$ cat src/rtl/mbm_pkg.sv
package mbm_pkg;

    typedef enum logic {
        ST_IDLE = 1'b0,
        ST_DIV  = 1'b1
    } mbm_state_e;

    localparam logic MODE_MOD = 1'b0;
    localparam logic MODE_SEQ = 1'b1;

endpackage

$ cat src/rtl/mbm_fold.sv
// Residue of an unsigned value modulo 2^K-1 by summing K-bit slices
// with end-around carry; the all-ones result is the same class as zero.
module mbm_fold #(
    parameter int K = 2,
    parameter int W = 8
) (
    input  logic [W-1:0] value,
    output logic [K-1:0] residue
);
    localparam int NCH  = (W + K - 1) / K;
    localparam int PADW = NCH * K;

    logic [PADW-1:0] padded;
    logic [K-1:0]    acc [NCH+1];

    assign padded = PADW'(value);
    assign acc[0] = '0;

    for (genvar g = 0; g < NCH; g++) begin : g_slice
        logic [K:0] sum;
        assign sum      = {1'b0, acc[g]} + {1'b0, padded[g*K +: K]};
        assign acc[g+1] = sum[K-1:0] + {{(K-1){1'b0}}, sum[K]};
    end

    assign residue = (&acc[NCH]) ? '0 : acc[NCH];
endmodule

$ cat src/rtl/mbm_divstep.sv
// One restoring-division step against (2^K-1) shifted left by 'shift'.
module mbm_divstep #(
    parameter int K  = 2,
    parameter int AW = 8,
    parameter int SW = 2
) (
    input  logic [AW-1:0] rem_in,
    input  logic [SW-1:0] shift,
    output logic [AW-1:0] rem_out,
    output logic          take
);
    localparam logic [AW-1:0] DIVISOR = AW'((1 << K) - 1);

    logic [AW-1:0] shifted;

    assign shifted = DIVISOR << shift;
    assign take    = (rem_in >= shifted);
    assign rem_out = take ? (rem_in - shifted) : rem_in;
endmodule

$ cat src/rtl/mbm_mapper.sv
module mbm_mapper
    import mbm_pkg::*;
#(
    parameter int BANK_BITS = 2,
    parameter int OFFS_BITS = 3,
    parameter int ADDR_W    = 8
) (
    input  logic                 clk,
    input  logic                 rst_n,
    input  logic                 req_valid,
    output logic                 req_ready,
    input  logic [ADDR_W-1:0]    req_addr,
    input  logic                 req_seq,
    output logic                 rsp_valid,
    output logic [BANK_BITS-1:0] rsp_bank,
    output logic [OFFS_BITS-1:0] rsp_offset,
    output logic                 rsp_oor
);
    localparam int NB    = (1 << BANK_BITS) - 1;
    localparam int WB    = 1 << OFFS_BITS;
    localparam int TOTAL = NB * WB;
    localparam int SW    = (OFFS_BITS > 1) ? $clog2(OFFS_BITS) : 1;

    typedef struct packed {
        mbm_state_e             st;
        logic [ADDR_W-1:0]      rem;
        logic [OFFS_BITS-1:0]   quo;
        logic [SW-1:0]          step;
        logic [BANK_BITS-1:0]   bank_hold;
        logic                   rsp_valid;
        logic [BANK_BITS-1:0]   bank;
        logic [OFFS_BITS-1:0]   offset;
        logic                   oor;
    } regs_t;

    localparam regs_t REGS_RST = '0;

    regs_t r_d, r_q;

    logic [BANK_BITS-1:0] fold_bank;
    logic [ADDR_W-1:0]    step_rem;
    logic                 step_take;
    logic                 in_range;
    logic                 accept;

    mbm_fold #(
        .K (BANK_BITS),
        .W (ADDR_W)
    ) u_fold (
        .value   (req_addr),
        .residue (fold_bank)
    );

    mbm_divstep #(
        .K  (BANK_BITS),
        .AW (ADDR_W),
        .SW (SW)
    ) u_divstep (
        .rem_in  (r_q.rem),
        .shift   (r_q.step),
        .rem_out (step_rem),
        .take    (step_take)
    );

    assign in_range  = ({1'b0, req_addr} < (ADDR_W + 1)'(TOTAL));
    assign req_ready = (r_q.st == ST_IDLE);
    assign accept    = req_valid && req_ready;

    always_comb begin
        r_d           = r_q;
        r_d.rsp_valid = 1'b0;
        unique case (r_q.st)
            ST_IDLE: begin
                if (accept) begin
                    if (!in_range) begin
                        r_d.rsp_valid = 1'b1;
                        r_d.oor       = 1'b1;
                        r_d.bank      = '0;
                        r_d.offset    = '0;
                    end else if (req_seq == MODE_MOD) begin
                        r_d.rsp_valid = 1'b1;
                        r_d.oor       = 1'b0;
                        r_d.bank      = fold_bank;
                        r_d.offset    = req_addr[OFFS_BITS-1:0];
                    end else begin
                        r_d.st        = ST_DIV;
                        r_d.rem       = req_addr;
                        r_d.quo       = '0;
                        r_d.step      = SW'(OFFS_BITS - 1);
                        r_d.bank_hold = fold_bank;
                    end
                end
            end
            ST_DIV: begin
                r_d.rem             = step_rem;
                r_d.quo[r_q.step]   = step_take;
                if (r_q.step == '0) begin
                    r_d.st        = ST_IDLE;
                    r_d.rsp_valid = 1'b1;
                    r_d.oor       = 1'b0;
                    r_d.bank      = r_q.bank_hold;
                    r_d.offset    = r_d.quo;
                end else begin
                    r_d.step = r_q.step - SW'(1);
                end
            end
            default: r_d = REGS_RST;
        endcase
    end

    always_ff @(posedge clk) begin
        if (!rst_n) begin
            r_q <= REGS_RST;
        end else begin
            r_q <= r_d;
        end
    end

    assign rsp_valid  = r_q.rsp_valid;
    assign rsp_bank   = r_q.bank;
    assign rsp_offset = r_q.offset;
    assign rsp_oor    = r_q.oor;
endmodule

$ cat config.mk
export PLATFORM = sky130hd
export DESIGN_NAME = mbm_mapper
export DESIGN_NICKNAME = d
export VERILOG_FILES = /design/src/rtl/mbm_pkg.sv /design/src/rtl/mbm_fold.sv /design/src/rtl/mbm_divstep.sv /design/src/rtl/mbm_mapper.sv
export SDC_FILE = /design/constraint.sdc
export NUM_CORES = 1
export LEC_CHECK = 0
export ABC_CLOCK_PERIOD_IN_PS = 5000
export CAP_MARGIN = 5
export CELL_PAD_IN_SITES_DETAIL_PLACEMENT = 0
export CELL_PAD_IN_SITES_GLOBAL_PLACEMENT = 2
export CORE_MARGIN = 3
export CORE_UTILIZATION = 33
export DETAILED_ROUTE_END_ITERATION = 10
export GPL_TIMING_DRIVEN = 0
export PLACE_DENSITY_LB_ADDON = 0.12
export SLEW_MARGIN = 30
export SYNTH_ARGS = -nofsm -noshare
export SYNTH_HDL_FRONTEND = slang
export SYNTH_HIERARCHICAL = 1
export SYNTH_SLANG_ARGS = --single-unit
export TNS_END_PERCENT = 1
$ cat constraint.sdc
create_clock -name clk -period 5 [get_ports clk]
set_input_delay 1.25 -clock clk [delete_from_list [all_inputs] [get_ports clk]]
set_output_delay 1.25 -clock clk [all_outputs]
set_load 0.005 [all_outputs]
==> run summary, run 1 <==
For the worst-skew pair, the clock arrives at the later sink with an insertion delay of 0.26 ns. Number of unique standard cell types used by synthesis: 36. The worst path in the final design needs a cycle of 4.49 ns, including I/O delays and setup. For the total routing usage reported by global routing, the log shows 13.7%. The hold violation total from the final report came out at 0.

Once the clock tree was built, the resizer swapped 0 gates to a different size. For this run, design rule violations remaining after detail routing come to 0. Share of cells above drive strength 1: 7.31%. The count of port buffers added during placement is 18.

The tools report the post-layout total power as 0.492 mW. The global route total overflow was 0; the number of DRC markers in iteration 0 was 61. The tools report the top-level port count as 20. The core region is 0.00475 mm^2. The maximum clock rate came out at 223 MHz. The tree is rooted in a sky130_fd_sc_hd__clkbuf_8.

The mean routed wirelength per cell was 13.3 um. The flow ran to the end, and the final reports show no timing, DRC or antenna violations. In this run the static leakage power is 0.803 nW. Sequential cells were found to cover 26.8% of the synthesized design area. The clock tree buffer depth is 2, and the average instance area after synthesis is 8.35 um^2.

The final critical-path share of the clock period came out at 89.8%. The worst-path maximum fanout is 3, and the global-route wire length before repair is 6470 um. The power density normalized to cell area was 249 mW/mm^2. Setup repair after global routing left no endpoint under its margin. Headroom to the max-slew limit came out at 67.3%. Max-cap violations in this run came to 0.

The logs give 0.00191 mm^2 for the post-detailed-placement cell area and 3810 um for the final wirelength. Counting the fill cells in the layout gives 489. Relative to the synthesized area, the layout overhead comes to 20.4%. The cell area that synthesis handed to floorplanning was 0.00164 mm^2. Adding up every negative setup slack in the final design gives 0 ns. After legalization and detailed placement, the total HPWL measured 3140 um. During synthesis, Yosys emitted a total of 6 warnings. The antenna diode count came out at 0. For the critical path arrival, the log shows 4.66 ns.

Counting every sink on the clock net gives 22. When the netlist entered floorplanning its net count stood at 229. For this run, the post-layout net count is 252.

The logs give 0 for the initial antenna violation count and 1378 for the total vias in the final route. The post-detailed-route via-to-cell ratio is 4.82, and the post-route antenna net violation count is 0. The tools report the core utilization of the finished layout as 41.6%.

STA classifies the critical path startpoint as a primary input. Clock-pin slew was measured on the worst setup and hold paths at 0.09 ns. Counting stages on the worst path, the most repeated cell is sky130_fd_sc_hd__ha_1. The vertical die dimension came out at 76.6 um.

The length of the first detailed-routing pass in iterations was 4. The tightest min-delay check is of the flop to flop type. For the pin with the worst max-slew slack, the measured transition is 0.490 ns. STA classifies the critical path endpoint as a flop.

Final-report setup violation count: 0. The floorplan has 25 rows. Post-CTS setup buffer count: 0. TritonCTS built the clock tree.

After technology mapping, the gate count stands at 197. For the worst setup path, the data required time is 5.16 ns. Counting flops and latches in the post-synthesis netlist gives 22. For the summed area of non-filler cells in the final layout, the log shows 0.00198 mm^2.

Number of levels the H-tree was split into: 1. The number of hold buffers added after CTS was 0. The kind of critical path is primary input to flop. The worst clock skew is 0.00255 ns, and the max-slew violation count is 0. Entering global routing, the biggest net connects 14 pins. The maximum vdd ir drop came out at 149 uV. The initial utilization of the core area, before any placement, comes to 34.6%.

The worst hold margin is 0.473 ns. Buffers inserted during clock tree synthesis total 3. In this design, the stage delay of the slowest critical-path cell is 0.49 ns. The number of global-route vias before repair is 1347, and the area of the die is 0.00587 mm^2.

Master of the slowest instance on the critical path: sky130_fd_sc_hd__clkdlybuf4s50_1. At the end of routability-driven placement, the weighted congestion stood at 0.813. Walking the worst path, the cells encountered are clkdlybuf4s50_1, ha_1, fa_1, ha_1, ha_1, inv_1, fa_1, inv_1, ha_1, ha_1, inv_1, fa_1, xor2_1, and2_1, mux2i_1, nor2b_1. The floorplan die width came out at 76.6 um.
cell families (layout without fill, tap and decap cells):
family / after synthesis / in the layout / share of synthesized area, %
and+or+nand+nor: 62 / 62 / 19.6
xor gates and xnor gates: 8 / 8 / 4.26
muxes: 5 / 5 / 3.35
DFF: 22 / 22 / 26.8
AOI/OAI and AO/OA: 49 / 49 / 20.1
buffers and inverters: 31 / 53 / 8.90
adders and majority gates: 20 / 20 / 17.0
metrics by stage:
step	setup slack [ns]	instances
after floorplan	0.917	197
after global placement	0.284	282
after detailed placement	0.197	282
after CTS	0.477	286
after global routing	0.318	286
final	0.508	286
power breakdown:
group / switching (mW) / total (mW) / internal, mW / leakage [nW]
Combinational: 0.0748 / 0.139 / 0.0645 / 0.589
Clock: 0.0626 / 0.170 / 0.107 / 0.0357
Sequential: 0.00346 / 0.183 / 0.180 / 0.178
Total: 0.141 / 0.492 / 0.351 / 0.803
final timing paths:
| check | startpoint | end | slack [ns] | cells after the start |
|---|---|---|---|---|
| worst max-delay path | req_addr[2] | r_q[7] | 0.51 | 16 |
| worst min-delay path | r_q[14] | r_q[14] | 0.47 | 2 |
| worst max register to register | r_q[10] | rsp_offset[1] | 2.28 | 12 |
| worst min register to register | r_q[14] | r_q[14] | 0.47 | 2 |
cell usage in the layout (no fill, tap or decap), drive strengths merged, types with 2 or more instances in the layout:
cell type      Yosys  routed
dfxtp             22      22
clkdlybuf4s50      0      18
fa                 4       4
nor2               6       6
o2bb2ai            2       2
nand2b             3       3
ha                16      16
a21oi             13      13
a211oi             2       2
o211ai             3       3
xor2               3       3
nor3               2       2
mux2i              4       4
o21ai             15      15
a21boi             6       6
nor2b              6       6
nand2             21      21
nand3             14      14
o211a              3       3
a31oi              2       2
clkbuf             6       9
buf                7       7
and2               3       3
xnor2              5       5
inv               18      18
nand4              3       3
area by class of cell:
| cell class | instances | area (um^2) | area share (%) |
|---|---|---|---|
| repair buffers | 18 | 180 | 9.10 |
| plain buffers | 13 | 78.8 | 3.98 |
| well taps | 67 | 83.8 | 4.24 |
| clock inverters | 1 | 30.0 | 1.52 |
| flip-flops and latches | 22 | 440 | 22.3 |
| multi-input cells | 144 | 1060 | 53.4 |
| inverters | 18 | 67.6 | 3.41 |
| clock buffers | 3 | 41.3 | 2.09 |
Yosys cell counts:
library cell	number	area, um^2
sky130_fd_sc_hd__o21ai_0	14	70.1
sky130_fd_sc_hd__and2_1	3	18.8
sky130_fd_sc_hd__a211oi_1	2	15.0
sky130_fd_sc_hd__a2111o_1	1	11.3
sky130_fd_sc_hd__nand4b_1	1	8.76
sky130_fd_sc_hd__nor2_1	6	22.5
sky130_fd_sc_hd__nor4_1	1	6.26
sky130_fd_sc_hd__o211ai_1	3	22.5
sky130_fd_sc_hd__a31oi_1	2	12.5
sky130_fd_sc_hd__buf_4	6	45.0
sky130_fd_sc_hd__nand3_1	14	70.1
sky130_fd_sc_hd__nand2b_1	3	18.8
sky130_fd_sc_hd__and3_1	1	6.26
sky130_fd_sc_hd__o2bb2ai_1	2	17.5
sky130_fd_sc_hd__o21ai_1	1	5.00
sky130_fd_sc_hd__nor3_2	2	20.0
sky130_fd_sc_hd__a21boi_1	3	22.5
sky130_fd_sc_hd__inv_1	18	67.6
sky130_fd_sc_hd__nand4_1	3	18.8
sky130_fd_sc_hd__a2111oi_4	1	27.5
sky130_fd_sc_hd__ha_1	16	200
sky130_fd_sc_hd__a21oi_1	13	65.1
sky130_fd_sc_hd__xnor2_1	5	43.8
sky130_fd_sc_hd__nand2_1	21	78.8
sky130_fd_sc_hd__clkbuf_1	6	22.5
sky130_fd_sc_hd__fa_1	4	80.1
sky130_fd_sc_hd__o2111ai_1	1	8.76
sky130_fd_sc_hd__mux2i_1	4	40.0
sky130_fd_sc_hd__dfxtp_1	22	440
sky130_fd_sc_hd__o211a_1	3	30.0
sky130_fd_sc_hd__buf_6	1	11.3
sky130_fd_sc_hd__nor2b_1	6	37.5
sky130_fd_sc_hd__a21boi_0	3	22.5
sky130_fd_sc_hd__nor4b_2	1	15.0
sky130_fd_sc_hd__mux2_4	1	15.0
sky130_fd_sc_hd__xor2_1	3	26.3
worst max-delay path, delay by kind of cell:
family	cells	cell delay, ns
adders and majority gates	8	2.18
buffers and inverters	4	0.67
and+or+nand+nor	2	0.24
xor gates and xnor gates	1	0.17
muxes	1	0.14
registers in the layout (all words and copies together) (netlist names):
signal and count:
r_q 15, rsp_bank 2, rsp_offset 3, rsp_oor 1, rsp_valid 1
per-layer routing:
metal,track usage (%),wire [um],share of wire [%]
met1,17.4,1820,48
met2,23.6,1840,48
met3,2.13,90,2.4
met4,4.53,62,1.6
met5,0,0,0
Power figures use the tool's default switching activity.
==> inputs of run 2 (changes only) <==
CAP_MARGIN = 20   (was 5)
==> results of run 2 <==
Same layout as run 1: the final DEF is identical, and so are final timing and power.
